## config.mk

```make
export PLATFORM = sky130hd
export DESIGN_NAME = ubt_xcvr
export DESIGN_NICKNAME = d
export VERILOG_FILES = /design/src/rtl/ubt_pkg.sv /design/src/rtl/ubt_strobe_sync.sv /design/src/rtl/ubt_store_path.sv /design/src/rtl/ubt_dir_path.sv /design/src/rtl/ubt_open_drain.sv /design/src/rtl/ubt_xcvr.sv
export SDC_FILE = /design/constraint.sdc
export NUM_CORES = 1
export LEC_CHECK = 0
export CORE_ASPECT_RATIO = 0.6
export CORE_UTILIZATION = 42
export CTS_BUF_LIST = sky130_fd_sc_hd__clkbuf_16
export DETAILED_ROUTE_END_ITERATION = 12
export GPL_TIMING_DRIVEN = 0
export PLACE_DENSITY = 0.81
export SLEW_MARGIN = 10
export SYNTH_ARGS = -nofsm -noshare
export SYNTH_HDL_FRONTEND = slang
export SYNTH_SLANG_ARGS = --single-unit
```

## constraint.sdc

```tcl
create_clock -name clk -period 1.33 [get_ports clk]
set_clock_uncertainty 0.05 [all_clocks]
set_input_delay 0.1995 -clock clk [delete_from_list [all_inputs] [get_ports clk]]
set_output_delay 0.1995 -clock clk [all_outputs]
set_load 0.005 [all_outputs]
```

## src/rtl/ubt_pkg.sv

```systemverilog
package ubt_pkg;

    localparam int unsigned NUM_DIRS = 2;
    localparam int unsigned DIR_AB   = 0;
    localparam int unsigned DIR_BA   = 1;

    // Control bundle of one transfer direction
    typedef struct packed {
        logic oe_n;
        logic ce_n;
        logic le;
        logic strobe;
    } dir_ctrl_t;

    // What the storage element does on a given system clock edge
    typedef enum logic [1:0] {
        ACT_HOLD    = 2'd0,
        ACT_FOLLOW  = 2'd1,
        ACT_CAPTURE = 2'd2,
        ACT_CLOSE   = 2'd3
    } store_act_t;

    // Priority: open latch, then latch closing, then enabled strobe edge
    function automatic store_act_t pick_action(
        input logic le,
        input logic le_was,
        input logic rise,
        input logic ce_n
    );
        store_act_t act;
        if (le)
            act = ACT_FOLLOW;
        else if (le_was)
            act = ACT_CLOSE;
        else if (rise && !ce_n)
            act = ACT_CAPTURE;
        else
            act = ACT_HOLD;
        return act;
    endfunction

    function automatic logic act_loads(input store_act_t act);
        return (act == ACT_FOLLOW) || (act == ACT_CAPTURE);
    endfunction

endpackage

```

## src/rtl/ubt_strobe_sync.sv

```systemverilog
module ubt_strobe_sync #(
    parameter int unsigned STAGES = 2
) (
    input  logic clk,
    input  logic rst,
    input  logic strobe,
    output logic rise
);
    localparam int unsigned LAST = STAGES - 1;

    logic [STAGES-1:0] chain;
    logic              last_q;

    genvar g;
    generate
        for (g = 0; g < STAGES; g++) begin : g_stage
            if (g == 0) begin : g_first
                always_ff @(posedge clk) begin
                    if (rst) chain[g] <= 1'b0;
                    else     chain[g] <= strobe;
                end
            end else begin : g_next
                always_ff @(posedge clk) begin
                    if (rst) chain[g] <= 1'b0;
                    else     chain[g] <= chain[g-1];
                end
            end
        end
    endgenerate

    always_ff @(posedge clk) begin
        if (rst) last_q <= 1'b0;
        else     last_q <= chain[LAST];
    end

    assign rise = chain[LAST] & ~last_q;
endmodule

```

## src/rtl/ubt_store_path.sv

```systemverilog
module ubt_store_path
    import ubt_pkg::*;
#(
    parameter int unsigned WIDTH = 18
) (
    input  logic             clk,
    input  logic             rst,
    input  logic             le,
    input  logic             ce_n,
    input  logic             rise,
    input  logic [WIDTH-1:0] din,
    output logic [WIDTH-1:0] dout
);
    logic             le_was_q;
    logic [WIDTH-1:0] word_q;
    store_act_t       act;

    always_comb begin
        act = pick_action(le, le_was_q, rise, ce_n);
    end

    always_ff @(posedge clk) begin
        if (rst) begin
            le_was_q <= 1'b0;
            word_q   <= '0;
        end else begin
            le_was_q <= le;
            if (act_loads(act))
                word_q <= din;
        end
    end

    assign dout = word_q;
endmodule

```

## src/rtl/ubt_dir_path.sv

```systemverilog
module ubt_dir_path
    import ubt_pkg::*;
#(
    parameter int unsigned WIDTH       = 18,
    parameter int unsigned SYNC_STAGES = 2
) (
    input  logic             clk,
    input  logic             rst,
    input  dir_ctrl_t        ctrl,
    input  logic [WIDTH-1:0] din,
    output logic [WIDTH-1:0] dout,
    output logic             out_en
);
    logic rise;
    logic en_q;

    ubt_strobe_sync #(.STAGES(SYNC_STAGES)) i_sync (
        .clk    (clk),
        .rst    (rst),
        .strobe (ctrl.strobe),
        .rise   (rise)
    );

    ubt_store_path #(.WIDTH(WIDTH)) i_store (
        .clk  (clk),
        .rst  (rst),
        .le   (ctrl.le),
        .ce_n (ctrl.ce_n),
        .rise (rise),
        .din  (din),
        .dout (dout)
    );

    always_ff @(posedge clk) begin
        if (rst) en_q <= 1'b0;
        else     en_q <= ~ctrl.oe_n;
    end

    assign out_en = en_q;
endmodule

```

## src/rtl/ubt_open_drain.sv

```systemverilog
module ubt_open_drain #(
    parameter int unsigned WIDTH = 18
) (
    input  logic             en,
    input  logic [WIDTH-1:0] word,
    output logic [WIDTH-1:0] pull_low,
    output logic [WIDTH-1:0] released
);
    genvar g;
    generate
        for (g = 0; g < WIDTH; g++) begin : g_bit
            assign pull_low[g] = en & ~word[g];
            assign released[g] = ~pull_low[g];
        end
    endgenerate
endmodule

```

## src/rtl/ubt_xcvr.sv

```systemverilog
module ubt_xcvr
    import ubt_pkg::*;
#(
    parameter int unsigned WIDTH       = 18,
    parameter int unsigned SYNC_STAGES = 2
) (
    input  logic             clk,
    input  logic             rst,
    input  logic [WIDTH-1:0] a_in,
    output logic [WIDTH-1:0] a_data,
    output logic             a_drv_en,
    input  logic [WIDTH-1:0] b_in,
    output logic [WIDTH-1:0] b_pull_low,
    output logic [WIDTH-1:0] b_release,
    input  logic             ab_oe_n,
    input  logic             ab_ce_n,
    input  logic             ab_le,
    input  logic             ab_strobe,
    input  logic             ba_oe_n,
    input  logic             ba_ce_n,
    input  logic             ba_le,
    input  logic             ba_strobe
);
    dir_ctrl_t        ctrl   [NUM_DIRS];
    logic [WIDTH-1:0] din    [NUM_DIRS];
    logic [WIDTH-1:0] dout   [NUM_DIRS];
    logic             out_en [NUM_DIRS];

    assign ctrl[DIR_AB] = '{oe_n: ab_oe_n, ce_n: ab_ce_n, le: ab_le, strobe: ab_strobe};
    assign ctrl[DIR_BA] = '{oe_n: ba_oe_n, ce_n: ba_ce_n, le: ba_le, strobe: ba_strobe};
    assign din[DIR_AB]  = a_in;
    assign din[DIR_BA]  = b_in;

    genvar d;
    generate
        for (d = 0; d < NUM_DIRS; d++) begin : g_dir
            ubt_dir_path #(
                .WIDTH       (WIDTH),
                .SYNC_STAGES (SYNC_STAGES)
            ) i_path (
                .clk    (clk),
                .rst    (rst),
                .ctrl   (ctrl[d]),
                .din    (din[d]),
                .dout   (dout[d]),
                .out_en (out_en[d])
            );
        end
    endgenerate

    // B side: open drain toward a wired-OR backplane
    ubt_open_drain #(.WIDTH(WIDTH)) i_bdrv (
        .en       (out_en[DIR_AB]),
        .word     (dout[DIR_AB]),
        .pull_low (b_pull_low),
        .released (b_release)
    );

    // A side: word plus one tri-state enable
    assign a_data   = dout[DIR_BA];
    assign a_drv_en = out_en[DIR_BA];
endmodule

```

# [Word-level counts from Yosys, hierarchy flattened]
# Index checks and enable logic that the tools add are counted.
[word_totals] wordCells=88 ff_bits=46 out_inout_bits=55 in_bits=46
[classes] n_mux=6 bitwise_logic=60 n_eq_ne=4 n_reduce_logical=6
[ops] operator="inverter 1 bit" n=40
[ops] operator="bitwise AND 1 bit" n=20
[ops] operator="2-to-1 mux 2 bit" n=6
[ops] operator="== test 2 x 1 -> 1 bit (second input constant)" n=2
[ops] operator="== test 2 bit (second input constant)" n=2
[ops] operator="logical AND 1 bit" n=2
[ops] operator="zero test 1 bit" n=2
[ops] operator="logical OR 1 bit" n=2

# [Longest topological paths before layout]
[logic_depth] word_depth=8 ltp_mapped=4 mapped_depth_nobuf=3

# [Hierarchy]
# From an unflattened synthesis, not the netlist that was laid out.
[hier_totals] hier_cells=219 hier_area_um2=2195.9
[modules_own_cells] mod="ubt_store_path" area_each_um2=852.1 n_inst=2 cells_per_inst=81
[modules_own_cells] mod="ubt_open_drain" area_each_um2=269.0 n_inst=1 cells_per_inst=39
[modules_own_cells] mod="ubt_strobe_sync" area_each_um2=87.6 n_inst=2 cells_per_inst=7
[modules_own_cells] mod="ubt_dir_path" area_each_um2=23.8 n_inst=2 cells_per_inst=2

# [Worst setup path after synthesis]
# Ideal clock, no wire load.
[synth_timing] kind="register -> output" from="reg g_dir[0].i_path.en_q" to="out b_pull_low[0]" arrival_time_ps=1047 stages_incl_launch_ff=4 setup_slack_ps=34 cell_sequence="dfxtp_1 -> clkbuf_1 -> or2b_2 -> inv_1"
[synth_via] elab_chain_cells=1
[synth_rtl] element="start, declared" line="ubt_dir_path.sv:15" source="logic en_q;"
[synth_rtl] element="start signal, assigned" line="ubt_dir_path.sv:36" source="else en_q <= ~ctrl.oe_n;"
[synth_rtl] element="bitwise AND 1 bit" line="ubt_open_drain.sv:12" source="assign pull_low[g] = en & ~word[g];"
[synth_rtl] element="end, declared" line="ubt_xcvr.sv:13" source="output logic [WIDTH-1:0] b_pull_low,"
# Every way passes these cells.

# [Worst setup path after layout]
[layout_timing] from="reg g_dir[0].i_path.en_q" to="out b_pull_low[7]"
# The elaborated chain is that of the path after synthesis.

==> flow_metrics.tcl <==
set metrics [dict create \
    synthAdderAreaFrac_pct 0 \
    start_util_pct 44.1 \
    synth_xor_area_share_pct 0 \
    worstMarginPinSlew_ns 0.459 \
    grt_pass1_vias 1752 \
    pwr-share-comb_pct 19.6 \
    cts_buffers 5 \
    cp_num_cells 5 \
    final_cell_count_no_fill 421 \
    gp_congestion 0.700 \
    arrival_ns 1.26 \
    status "complete, but fails checks" \
    final_max_slew_viol_count 0 \
    worst_hold_slack_ns 0.376 \
    worstSetupPathType "flip-flop to primary output" \
    path_max_fanout 7 \
    clk_latency_ns 0.28 \
    io_buffers 99 \
    final_nets 400 \
    yosys.area_share.simple_pct 31.4 \
    cp-end-kind "primary output" \
    synthMostInstantiatedCell "nand2b_1" \
    p_switching_mw 0.810 \
    routed_wl_mm 5.31 \
    startpoint_type "flip-flop" \
    syn_area_um2 2260 \
    cts_tree "done" \
    holdPathStages 2 \
    area_growth_pct 64.4 \
    rsz0062_at_grt "yes" \
    power.share.switching_pct 21.1 \
    die_x_um 96.7 \
    die_h_um 58.9 \
    synth_mux_area_share_pct 15.9 \
    grt_use_total_pct 19.1 \
    yosys-top-cells-area "dfxtp_1 41%, nand2b_1 23%, mux2i_1 16%, buf_4 6.0%, or2b_2 3.1%" \
    p_seq_share_pct 39.4 \
    clock_sinks 46 \
    fin_ws_ns -0.178 \
    synthArstFlopShare_pct 0 \
    worstPathRequired_ns 1.08 \
    grt_remaining_overflow 0 \
    synth_top_area_share_pct 40.7 \
    finalCritPeriodShare_pct 113 \
    vdd_drop_max_mv 0.554 \
    relSlewSlack_pct 69.4 \
    clk_path_buf_depth 2 \
    clock.fmax_ghz 0.663 \
    maxCapViolCount 0 \
    synth_compound_area_share_pct 0 \
    ys_types 12 \
    grt_pass1_wl_mm 8.42 \
    wl_per_cell_um 12.6 \
    worstPathCellList "buf_8 -> buf_6 -> or2b_4 -> inv_2 -> buf_2" \
    violations "negative setup slack" \
    hp-class "input pin to flip-flop" \
    power_frac_clock_pct 41.0 \
    rows 20 \
    synth.net_count 280 \
    dp.cells 399 \
    drive_gt1_share_pct 36.9 \
    core-area_um2 5130 \
    netlist_instances 234 \
    yosys.area.top_type "dfxtp_1" \
    placed_area_um2 3340 \
    p_int_mw 3.03 \
    die-area_um2 5690 \
    dp_hpwl_mm 3.69 \
    finalHoldViolations 0 \
    reg2reg_depth 4 \
    drc 0 \
    critical_path.slowest_cell "dfxtp_4" \
    htreeDepth 2 \
    fillers 398 \
    total_power_mw 3.84 \
    min_period_ns 1.51 \
    insertedDiodeCount 0 \
    design_area_um2 3720 \
    synth.ff_latch_count 46 \
    avgSynthCellArea_um2 9.67 \
    drt_iter0_drc 22 \
    cpLargestDelayFamily "flip-flops" \
    io-pin-count 101 \
    worst-path-buf-inv 4 \
    p_per_area_nw_per_um2 1030 \
    vias 1851 \
    synth-edff-count 0 \
    firstDrtPassIters 4 \
    synth_common_cells "82 x nand2b_1, 46 x dfxtp_1, 36 x mux2i_1, 18 x buf_4, 18 x inv_1" \
    yosysWarnings 0 \
    cts-root-buf "clkbuf_16" \
    routed_via_density 4.40 \
    ys.flop_type "dfxtp_1" \
    yosysSeqAreaShare_pct 40.7 \
    antenna_found_initial 0 \
    slowest_delay_ns 0.36 \
    setup_viol_count_final 29 \
    grt_start_max_net_pins 15 \
    final_antenna_net_count 0 \
    leakage_nw 1.77 \
    post-place-ws_ns -0.697 \
    synth_top_family_by_area "simple AND/OR/NAND/NOR gates" \
    clkTransAtPathRegs_ns 0.06 \
]
-- metal layers --
| metal | part of all wire, % | vias to the layer above | track usage [%] |
|---|---|---|---|
| met2 | 45 | 68 | 31.5 |
| met3 | 6.5 | 4 | 6.41 |
| met4 | 0.64 | 0 | 3.20 |
| met5 | 0 | - | 0 |
| li1 | - | 944 | - |
| met1 | 48 | 835 | 25.0 |
-- through the flow --
step | TNS, ns | util [%]
2_1_floorplan | 0 | -
3_3_place_gp | -19.15 | 65.0
3_5_place_dp | -20.14 | 65.0
4_1_cts | -3.32 | 71.2
5_1_grt | -3.63 | 72.5
6_report | -2.52 | 72.5
-- registers in the layout, summed over array words and instances (netlist names) --
signal,count
g_dir.i_path.i_store.dout,36
g_dir.i_path.i_store.le_was_q,2
g_dir.i_path.i_sync.chain,4
g_dir.i_path.i_sync.last_q,2
g_dir.i_path.out_en,2
-- worst register-to-register path: cells and delay by family, from the launching register on --
| kind | cells | cell delay, ns |
|---|---|---|
| flops | 1 | 0.32 |
| buf+inv | 1 | 0.16 |
| simple gates | 2 | 0.41 |
| mux | 1 | 0.13 |
-- cell families (layout without fill, tap and decap cells) --
| kind of cell | Yosys count | after routing |
|---|---|---|
| buffers and inverters | 48 | 169 |
| muxes | 36 | 36 |
| DFF | 46 | 46 |
| and+or+nand+nor | 104 | 104 |
-- power groups by stage --
stage / registers [mW] / clock network [mW] / logic (mW)
after global placement: 1.54 / 0 / 0.681
after global routing: 1.52 / 1.66 / 0.810
after detailed placement: 1.54 / 0 / 0.691
after CTS: 1.51 / 1.59 / 0.720
final: 1.52 / 1.57 / 0.753
after floorplan: 1.53 / 0 / 0.315
-- area by class of cell --
type                            count  area (µm²)  share of cell area [%]
Multi-Input combinational cell    140        1170                    31.3
Timing Repair Buffer              113        1060                    28.5
Sequential cell                    46         941                    25.3
Buffer                             30         214                    5.75
Clock buffer                        5         125                    3.36
Tap cell                           66        82.6                    2.22
Inverter                           18        67.6                    1.82
Clock inverter                      3        63.8                    1.72
-- final timing paths --
path | start | endpoint | slack [ns]
max reg2reg | g_dir[1].i_path.i_store.le_was_q | g_dir[1].i_path.i_store.dout[17] | 0.14
min | ab_oe_n | g_dir[0].i_path.out_en | 0.38
max | g_dir[0].i_path.out_en | b_pull_low[7] | -0.18
min reg2reg | g_dir[1].i_path.i_sync.chain[0] | g_dir[1].i_path.i_sync.chain[1] | 0.39
-- timing repair --
item / CTS / global route
resized for setup: 201 / 36
pin swaps: 2 / 0
setup buffers: 11 / 4
hold buffers: 0 / 0
endpoints found under the setup margin: 61 / 36
-- layout by cell type (no fill, tap or decap), types with 4 or more instances in the layout --
cell type        netlist  routed
nand2b_4               0      10
buf_4                 18      25
buf_8                  2       4
nor2b_1                8       8
buf_2                  0       8
clkdlybuf4s50_1        0      44
dlygate4sd2_1          0      19
clkbuf_1              10       9
nand2b_1              82      72
dfxtp_2                0      13
inv_2                  0      17
or2b_4                 0       8
clkbuf_2               0       6
dfxtp_1               46      32
clkbuf_16              0       5
buf_6                  0      28
mux2i_1               36      36
(Power assumes the default switching activity.)
